`src/rtl/spi_regport_pkg.sv`:
```
package spi_regport_pkg;

    // Control sequence of the serial port
    typedef enum logic [1:0] {
        ST_IDLE  = 2'd0,
        ST_INSTR = 2'd1,
        ST_WDATA = 2'd2,
        ST_RDATA = 2'd3
    } spi_phase_e;

endpackage

```
`src/rtl/spi_in_sync.sv`:
```
module spi_in_sync #(
    parameter int STAGES = 2
) (
    input  logic clk,
    input  logic rst_n,
    input  logic cs_n_i,
    input  logic sclk_i,
    input  logic sdi_i,
    output logic cs_n_o,
    output logic sdi_o,
    output logic sclk_rise_o,
    output logic sclk_fall_o
);
    localparam int LAST = STAGES - 1;

    logic [STAGES-1:0] cs_pipe;
    logic [STAGES-1:0] sclk_pipe;
    logic [STAGES-1:0] sdi_pipe;
    logic              sclk_prev;

    if (STAGES == 1) begin : g_single
        always_ff @(posedge clk or negedge rst_n) begin
            if (!rst_n) begin
                cs_pipe   <= '1;
                sclk_pipe <= '0;
                sdi_pipe  <= '0;
            end else begin
                cs_pipe   <= cs_n_i;
                sclk_pipe <= sclk_i;
                sdi_pipe  <= sdi_i;
            end
        end
    end else begin : g_chain
        always_ff @(posedge clk or negedge rst_n) begin
            if (!rst_n) begin
                cs_pipe   <= '1;
                sclk_pipe <= '0;
                sdi_pipe  <= '0;
            end else begin
                cs_pipe   <= {cs_pipe[STAGES-2:0], cs_n_i};
                sclk_pipe <= {sclk_pipe[STAGES-2:0], sclk_i};
                sdi_pipe  <= {sdi_pipe[STAGES-2:0], sdi_i};
            end
        end
    end

    always_ff @(posedge clk or negedge rst_n) begin
        if (!rst_n) sclk_prev <= 1'b0;
        else        sclk_prev <= sclk_pipe[LAST];
    end

    assign cs_n_o      = cs_pipe[LAST];
    assign sdi_o       = sdi_pipe[LAST];
    assign sclk_rise_o = sclk_pipe[LAST] & ~sclk_prev;
    assign sclk_fall_o = ~sclk_pipe[LAST] & sclk_prev;

endmodule

```
`src/rtl/spi_regfile.sv`:
```
module spi_regfile #(
    parameter int AW       = 7,
    parameter int DW       = 8,
    parameter int CFG_ADDR = 0,
    parameter int CFG_BIT  = 6
) (
    input  logic          clk,
    input  logic          rst_n,
    input  logic          spi_we,
    input  logic [AW-1:0] spi_addr,
    input  logic [DW-1:0] spi_wdata,
    output logic [DW-1:0] spi_rdata,
    input  logic          host_we,
    input  logic [AW-1:0] host_addr,
    input  logic [DW-1:0] host_wdata,
    output logic [DW-1:0] host_rdata,
    output logic          cfg_lsb
);
    localparam int DEPTH = 1 << AW;

    logic [DEPTH-1:0][DW-1:0] mem;

    // One storage word per entry; the serial port wins a same-entry collision
    for (genvar e = 0; e < DEPTH; e++) begin : g_entry
        always_ff @(posedge clk or negedge rst_n) begin
            if (!rst_n) begin
                mem[e] <= '0;
            end else if (spi_we && (spi_addr == AW'(e))) begin
                mem[e] <= spi_wdata;
            end else if (host_we && (host_addr == AW'(e))) begin
                mem[e] <= host_wdata;
            end
        end
    end

    assign spi_rdata  = mem[spi_addr];
    assign host_rdata = mem[host_addr];
    assign cfg_lsb    = mem[CFG_ADDR][CFG_BIT];

endmodule

```
`src/rtl/spi_ctrl.sv`:
```
module spi_ctrl
    import spi_regport_pkg::*;
#(
    parameter int AW = 7,
    parameter int DW = 8
) (
    input  logic          clk,
    input  logic          rst_n,
    input  logic          cs_n,
    input  logic          sdi,
    input  logic          sclk_rise,
    input  logic          sclk_fall,
    input  logic          cfg_lsb,
    input  logic [DW-1:0] rd_byte,
    output logic          reg_we,
    output logic [AW-1:0] reg_addr,
    output logic [DW-1:0] reg_wdata,
    output logic          sdo,
    output logic          sdo_oe,
    output spi_phase_e    phase,
    output logic          lsb_mode
);
    localparam int              CNT_W    = $clog2(DW);
    localparam logic [CNT_W-1:0] LAST_BIT = CNT_W'(DW - 1);

    spi_phase_e       st_q, st_d;
    logic [CNT_W-1:0] cnt_q, cnt_d;
    logic [DW-1:0]    sh_q, sh_d;
    logic [AW-1:0]    addr_q, addr_d;
    logic             lsb_q, lsb_d;
    logic             sdo_q, sdo_d;

    logic [DW-1:0]    sh_in;
    logic [AW-1:0]    addr_step;
    logic [CNT_W-1:0] tx_idx;
    logic             byte_end;
    logic             we_c;

    // State register
    always_ff @(posedge clk or negedge rst_n) begin
        if (!rst_n) begin
            st_q   <= ST_IDLE;
            cnt_q  <= '0;
            sh_q   <= '0;
            addr_q <= '0;
            lsb_q  <= 1'b0;
            sdo_q  <= 1'b0;
        end else begin
            st_q   <= st_d;
            cnt_q  <= cnt_d;
            sh_q   <= sh_d;
            addr_q <= addr_d;
            lsb_q  <= lsb_d;
            sdo_q  <= sdo_d;
        end
    end

    // Bit assembly is the same for both orders: the byte ends up as {bit7..bit0}
    assign sh_in     = lsb_q ? {sdi, sh_q[DW-1:1]} : {sh_q[DW-2:0], sdi};
    assign addr_step = lsb_q ? addr_q + 1'b1 : addr_q - 1'b1;
    assign tx_idx    = lsb_q ? cnt_q : LAST_BIT - cnt_q;
    assign byte_end  = sclk_rise && (cnt_q == LAST_BIT);

    // Next state and outputs
    always_comb begin
        st_d   = st_q;
        cnt_d  = cnt_q;
        sh_d   = sh_q;
        addr_d = addr_q;
        lsb_d  = lsb_q;
        sdo_d  = sdo_q;
        we_c   = 1'b0;
        if (cs_n) begin
            st_d  = ST_IDLE;
            cnt_d = '0;
            lsb_d = cfg_lsb;
        end else begin
            unique case (st_q)
                ST_IDLE: begin
                    st_d  = ST_INSTR;
                    cnt_d = '0;
                end
                ST_INSTR: begin
                    if (sclk_rise) begin
                        sh_d  = sh_in;
                        cnt_d = cnt_q + 1'b1;
                    end
                    if (byte_end) begin
                        addr_d = sh_in[AW-1:0];
                        cnt_d  = '0;
                        st_d   = sh_in[DW-1] ? ST_RDATA : ST_WDATA;
                    end
                end
                ST_WDATA: begin
                    if (sclk_rise) begin
                        sh_d  = sh_in;
                        cnt_d = cnt_q + 1'b1;
                    end
                    if (byte_end) begin
                        we_c   = 1'b1;
                        addr_d = addr_step;
                        cnt_d  = '0;
                    end
                end
                ST_RDATA: begin
                    if (sclk_fall) sdo_d = rd_byte[tx_idx];
                    if (sclk_rise) cnt_d = cnt_q + 1'b1;
                    if (byte_end) begin
                        addr_d = addr_step;
                        cnt_d  = '0;
                    end
                end
            endcase
        end
    end

    assign reg_we    = we_c;
    assign reg_addr  = addr_q;
    assign reg_wdata = sh_in;
    assign sdo       = sdo_q;
    assign sdo_oe    = (st_q == ST_RDATA) && !cs_n;
    assign phase     = st_q;
    assign lsb_mode  = lsb_q;

endmodule

```
`src/rtl/spi_regport.sv`:
```
module spi_regport
    import spi_regport_pkg::*;
#(
    parameter int AW          = 7,
    parameter int DW          = 8,
    parameter int SYNC_STAGES = 2
) (
    input  logic          clk,
    input  logic          rst_n,
    input  logic          spi_cs_n,
    input  logic          spi_sclk,
    input  logic          spi_sdi,
    output logic          spi_sdo,
    output logic          spi_sdo_oe,
    input  logic [AW-1:0] host_addr,
    input  logic [DW-1:0] host_wdata,
    input  logic          host_we,
    output logic [DW-1:0] host_rdata
);
    logic          cs_n_s;
    logic          sdi_s;
    logic          sclk_rise;
    logic          sclk_fall;
    logic          cfg_lsb;
    logic          spi_we;
    logic [AW-1:0] spi_addr;
    logic [DW-1:0] spi_wdata;
    logic [DW-1:0] spi_rdata;
    spi_phase_e    phase;
    logic          lsb_mode;

    spi_in_sync #(.STAGES(SYNC_STAGES)) u_sync (
        .clk        (clk),
        .rst_n      (rst_n),
        .cs_n_i     (spi_cs_n),
        .sclk_i     (spi_sclk),
        .sdi_i      (spi_sdi),
        .cs_n_o     (cs_n_s),
        .sdi_o      (sdi_s),
        .sclk_rise_o(sclk_rise),
        .sclk_fall_o(sclk_fall)
    );

    spi_ctrl #(.AW(AW), .DW(DW)) u_ctrl (
        .clk      (clk),
        .rst_n    (rst_n),
        .cs_n     (cs_n_s),
        .sdi      (sdi_s),
        .sclk_rise(sclk_rise),
        .sclk_fall(sclk_fall),
        .cfg_lsb  (cfg_lsb),
        .rd_byte  (spi_rdata),
        .reg_we   (spi_we),
        .reg_addr (spi_addr),
        .reg_wdata(spi_wdata),
        .sdo      (spi_sdo),
        .sdo_oe   (spi_sdo_oe),
        .phase    (phase),
        .lsb_mode (lsb_mode)
    );

    spi_regfile #(.AW(AW), .DW(DW)) u_regs (
        .clk       (clk),
        .rst_n     (rst_n),
        .spi_we    (spi_we),
        .spi_addr  (spi_addr),
        .spi_wdata (spi_wdata),
        .spi_rdata (spi_rdata),
        .host_we   (host_we),
        .host_addr (host_addr),
        .host_wdata(host_wdata),
        .host_rdata(host_rdata),
        .cfg_lsb   (cfg_lsb)
    );

endmodule

```
`config.mk`:
```
export PLATFORM = sky130hd
export DESIGN_NAME = spi_regport
export DESIGN_NICKNAME = d
export VERILOG_FILES = /design/src/rtl/spi_regport_pkg.sv /design/src/rtl/spi_in_sync.sv /design/src/rtl/spi_regfile.sv /design/src/rtl/spi_ctrl.sv /design/src/rtl/spi_regport.sv
export SDC_FILE = /design/constraint.sdc
export NUM_CORES = 2
export LEC_CHECK = 0
export BUFFER_PORTS_ARGS = -buffer_cell sky130_fd_sc_hd__buf_4
export CORE_ASPECT_RATIO = 0.6
export CORE_UTILIZATION = 30
export CTS_CLUSTER_DIAMETER = 30
export DETAILED_ROUTE_END_ITERATION = 10
export PLACE_DENSITY_LB_ADDON = 0.12
export RECOVER_POWER = 100
export SLEW_MARGIN = 20
export SYNTH_ARGS = -nofsm -noshare
export SYNTH_HDL_FRONTEND = slang
export SYNTH_SLANG_ARGS = --single-unit
```
`constraint.sdc`:
```
create_clock -name clk -period 6.1 [get_ports clk]
set_input_delay 1.525 -clock clk [delete_from_list [all_inputs] [get_ports clk]]
set_output_delay 1.525 -clock clk [all_outputs]
set_load 0.01 [all_outputs]
```
==> results.ini <==
[min_path]
min_path_cells=0
hold_class=reg2reg
holdPathEnd=u_sync.sdi_pipe[1]
hold_path_startpoint=u_sync.sdi_pipe[0]

[grt]
grt_pass1_vias=50281
antenna_found_initial=24
grt_max_degree=136
gr-total-overflow=0
grt_use_total_pct=29.1
grt_pass1_wl_um=449000

[logic_synthesis]
syn_nets=6139
netlist_top_cells_area=dfrtp_1, mux4_2, mux2i_1, a21oi_1, o21ai_0
synth_top_cells_by_count=mux2i_1, dfrtp_1, nand2_1
synth_edf_count=0
synthCells=6107
muxShareOfSynthArea_pct=36.7
yosysMostFrequentCell=mux2i_1
synth_top_area_share_pct=39.8
yosysWarningCount=0
synth_fa_ha_area_share_pct=0.208
synth_area_um2=66000
yosys.area_share.simple_pct=9.55
synthArstFlopShare_pct=100
syn_area_per_cell_um2=10.8
yosysSeqAreaShare_pct=39.9
synth_compound_area_share_pct=9.72
synthDistinctLibCells=66
synth_top_cell_by_area=dfrtp_1
synth-xor-area-share_pct=0.0265
synth_top_family_by_area=multiplexers
synth.ff_latch_count=1053
ys.flop_type=dfrtp_1

[critical_path]
reg2reg_depth=8
worst_setup_path_end_kind=primary output
cp_data_required_time_ns=4.58
cp-start-kind=primary input
crit_chain=buf_12 > buf_12 > mux4_2 > mux4_2 > nand2_1 > a21oi_1 > a311oi_2 > buf_4 > a21oi_1 > a221o_1 > buf_4
worst-path-buf-inv=4
r2r-end=u_regs.mem[588]
criticalPathCategory=in2out
worstReg2RegStart=u_ctrl.reg_addr[1]
arrival_ns=4.63
cp_top_family=multiplexers
crit_fanout=16
slowest_stage=mux4_2
slowest_delay_ns=0.55
r2r_setup_slack_ns=-0.03

[power]
p_int_mw=17.7
total_leakage_power_nw=27.3
sw_frac_of_total_pct=33.6
p_switching_mw=8.95
clkPwrFrac_pct=47.3
combPwrFrac_pct=20.5
p_seq_share_pct=32.2
vdd_drop_max_mv=0.242
power.density_nw_per_um2=345

[sta]
finClkSkew_ns=0.0478
relSlewSlack_pct=-200
tightest_slew_ns=4.50
setup_viol=3
timing.fmax_mhz=163
grt_setup_unrepaired=false
hold_violations=0
fin_crit_ns=6.15
fin_ws_ns=-0.0517
post-route-period-util_pct=101
hold_ws_ns=0.345
slew_viol_final=761

[cts]
cts.htree.levels=4
cts_buffers=218
cts_sinks=1053
clockBufferDepth=4
clock_latency_ns=0.86
post-cts-setup-buffers=0
clkSlewWorstSetupHoldPaths_ns=0.05
cts_tree=yes
root_buffer=clkbuf_16

[drt]
drc=0
wl_per_cell_um=36.0
dr_wl_met3_um=45100
final_antenna_net_count=0
m1WireLength_um=152000
met2_length_um=122000
first_pass_iters=6
num_vias=54499
viasPerCell=5.99
drtIter0Drc=7591
top_layer=met5
wirelength_um=328000

[die]
die_x_um=608
ios=31
dieArea_um2=222000
core-area_um2=217000
start_util_pct=30.4
rows=132
die_h_um=365

[final_layout]
drive_gt1_share_pct=20.4
nets=6065
fill_cells=21351
fin_cells=9094
area_growth_pct=17.0

[placed_design]
gp_congestion=0.963
dp_hpwl_um=224000
dpl_worst_slack_ns=-0.150
port_buffers=30
placed_cells=8693

[flow_run]
max_cap_violations=13

[run_status]
status=complete, but fails checks
violations=max-capacitance violations, max-slew violations, negative setup slack

[per-stage QoR]
stage	utilization [%]	instance area, um^2	setup TNS, ns	total power, mW
after floorplan	-	66000	0	11.0
after global placement	32.3	70100	-0.198	13.9
after global routing	35.6	77300	0	27.3
final	35.6	77300	-0.0937	26.6
after CTS	35.8	77700	0	26.6
after detailed placement	32.3	70100	-0.150	13.9
[area by class of cell]
| type | instances | area [um^2] | area share [%] |
|---|---|---|---|
| multi-input combinational | 4461 | 37200 | 48.2 |
| sequential | 1053 | 26400 | 34.1 |
| clock buffer | 282 | 6020 | 7.79 |
| tap | 2881 | 3600 | 4.66 |
| antenna | 7 | 17.5 | 0.0227 |
| clock inverter | 111 | 1550 | 2.01 |
| timing repair buffer | 289 | 2450 | 3.17 |
| inverter | 10 | 37.5 | 0.0486 |
[state kept, by name, indices dropped and copies added, names as in the netlist, 2 cells and up]
signal / count
u_sync.sdi_pipe: 2
u_ctrl.sh_q: 8
u_sync.cs_pipe: 2
u_regs.mem: 1023
u_ctrl.reg_addr: 7
u_sync.sclk_pipe: 2
u_ctrl.phase: 2
u_ctrl.cnt_q: 3
[kinds of logic (layout without fill, tap and decap cells)]
| family | Yosys count | count (layout) |
|---|---|---|
| buffers and inverters | 593 | 692 |
| flip-flops | 1053 | 1053 |
| other | 0 | 7 |
| adder cells (fa/ha/maj) | 11 | 11 |
| AND/OR/NAND/NOR | 1548 | 1548 |
| multiplexers | 1688 | 1688 |
| XOR/XNOR | 2 | 2 |
| AO/OA/AOI/OAI | 1212 | 1212 |
[worst register-to-register path, delay by kind of cell, from the launching register on]
family                     cells  cell delay, ns
AOI/OAI and AO/OA              1            0.14
adders and majority gates      1            0.33
buffers and inverters          3            1.68
DFF                            1            2.20
and+or+nand+nor                3            1.60
[power groups by stage]
stage | combinational, mW | sequential [mW] | clock, mW
after global routing | 5.61 | 8.57 | 13.1
final | 5.47 | 8.57 | 12.6
after floorplan | 3.04 | 7.97 | 0
after CTS | 5.36 | 8.50 | 12.7
after detailed placement | 5.34 | 8.60 | 0
after global placement | 5.30 | 8.63 | 0
[worst max path at each step]
| stage | startpoint | endpoint | depth (start not counted) |
|---|---|---|---|
| finish | host_addr[0] | host_rdata[2] | 11 |
| global route | host_addr[0] | host_rdata[0] | 7 |
| CTS | host_addr[0] | host_rdata[2] | 11 |
| detailed placement | host_addr[0] | host_rdata[2] | 11 |
| global placement | host_addr[0] | host_rdata[2] | 11 |
| floorplan | host_addr[0] | host_rdata[0] | 6 |
[metal layers]
metal	global-route usage [%]	vias to the layer above
met2	37.0	3334
met5	0	-
met4	6.48	8
li1	-	22411
met1	44.1	28280
met3	12.3	466
[cells in the final DEF, fill, tap and decap left out, types with 37 or more instances in the layout]
cell / instances
mux2i_1: 1084
dfrtp_1: 1047
nand2_1: 661
nor2_1: 656
mux4_2: 571
a21oi_1: 559
o21ai_0: 533
clkbuf_16: 222
buf_4: 166
clkbuf_1: 88
nand3_1: 75
a22oi_1: 42
nor2_2: 42
buf_12: 37
[repair_timing]
item / CTS / global route
hold buffers: 0 / 0
resized for setup: 2 / 0
endpoints found under the setup margin: 1 / 0
Note: power is estimated with default switching activity, not from simulation.
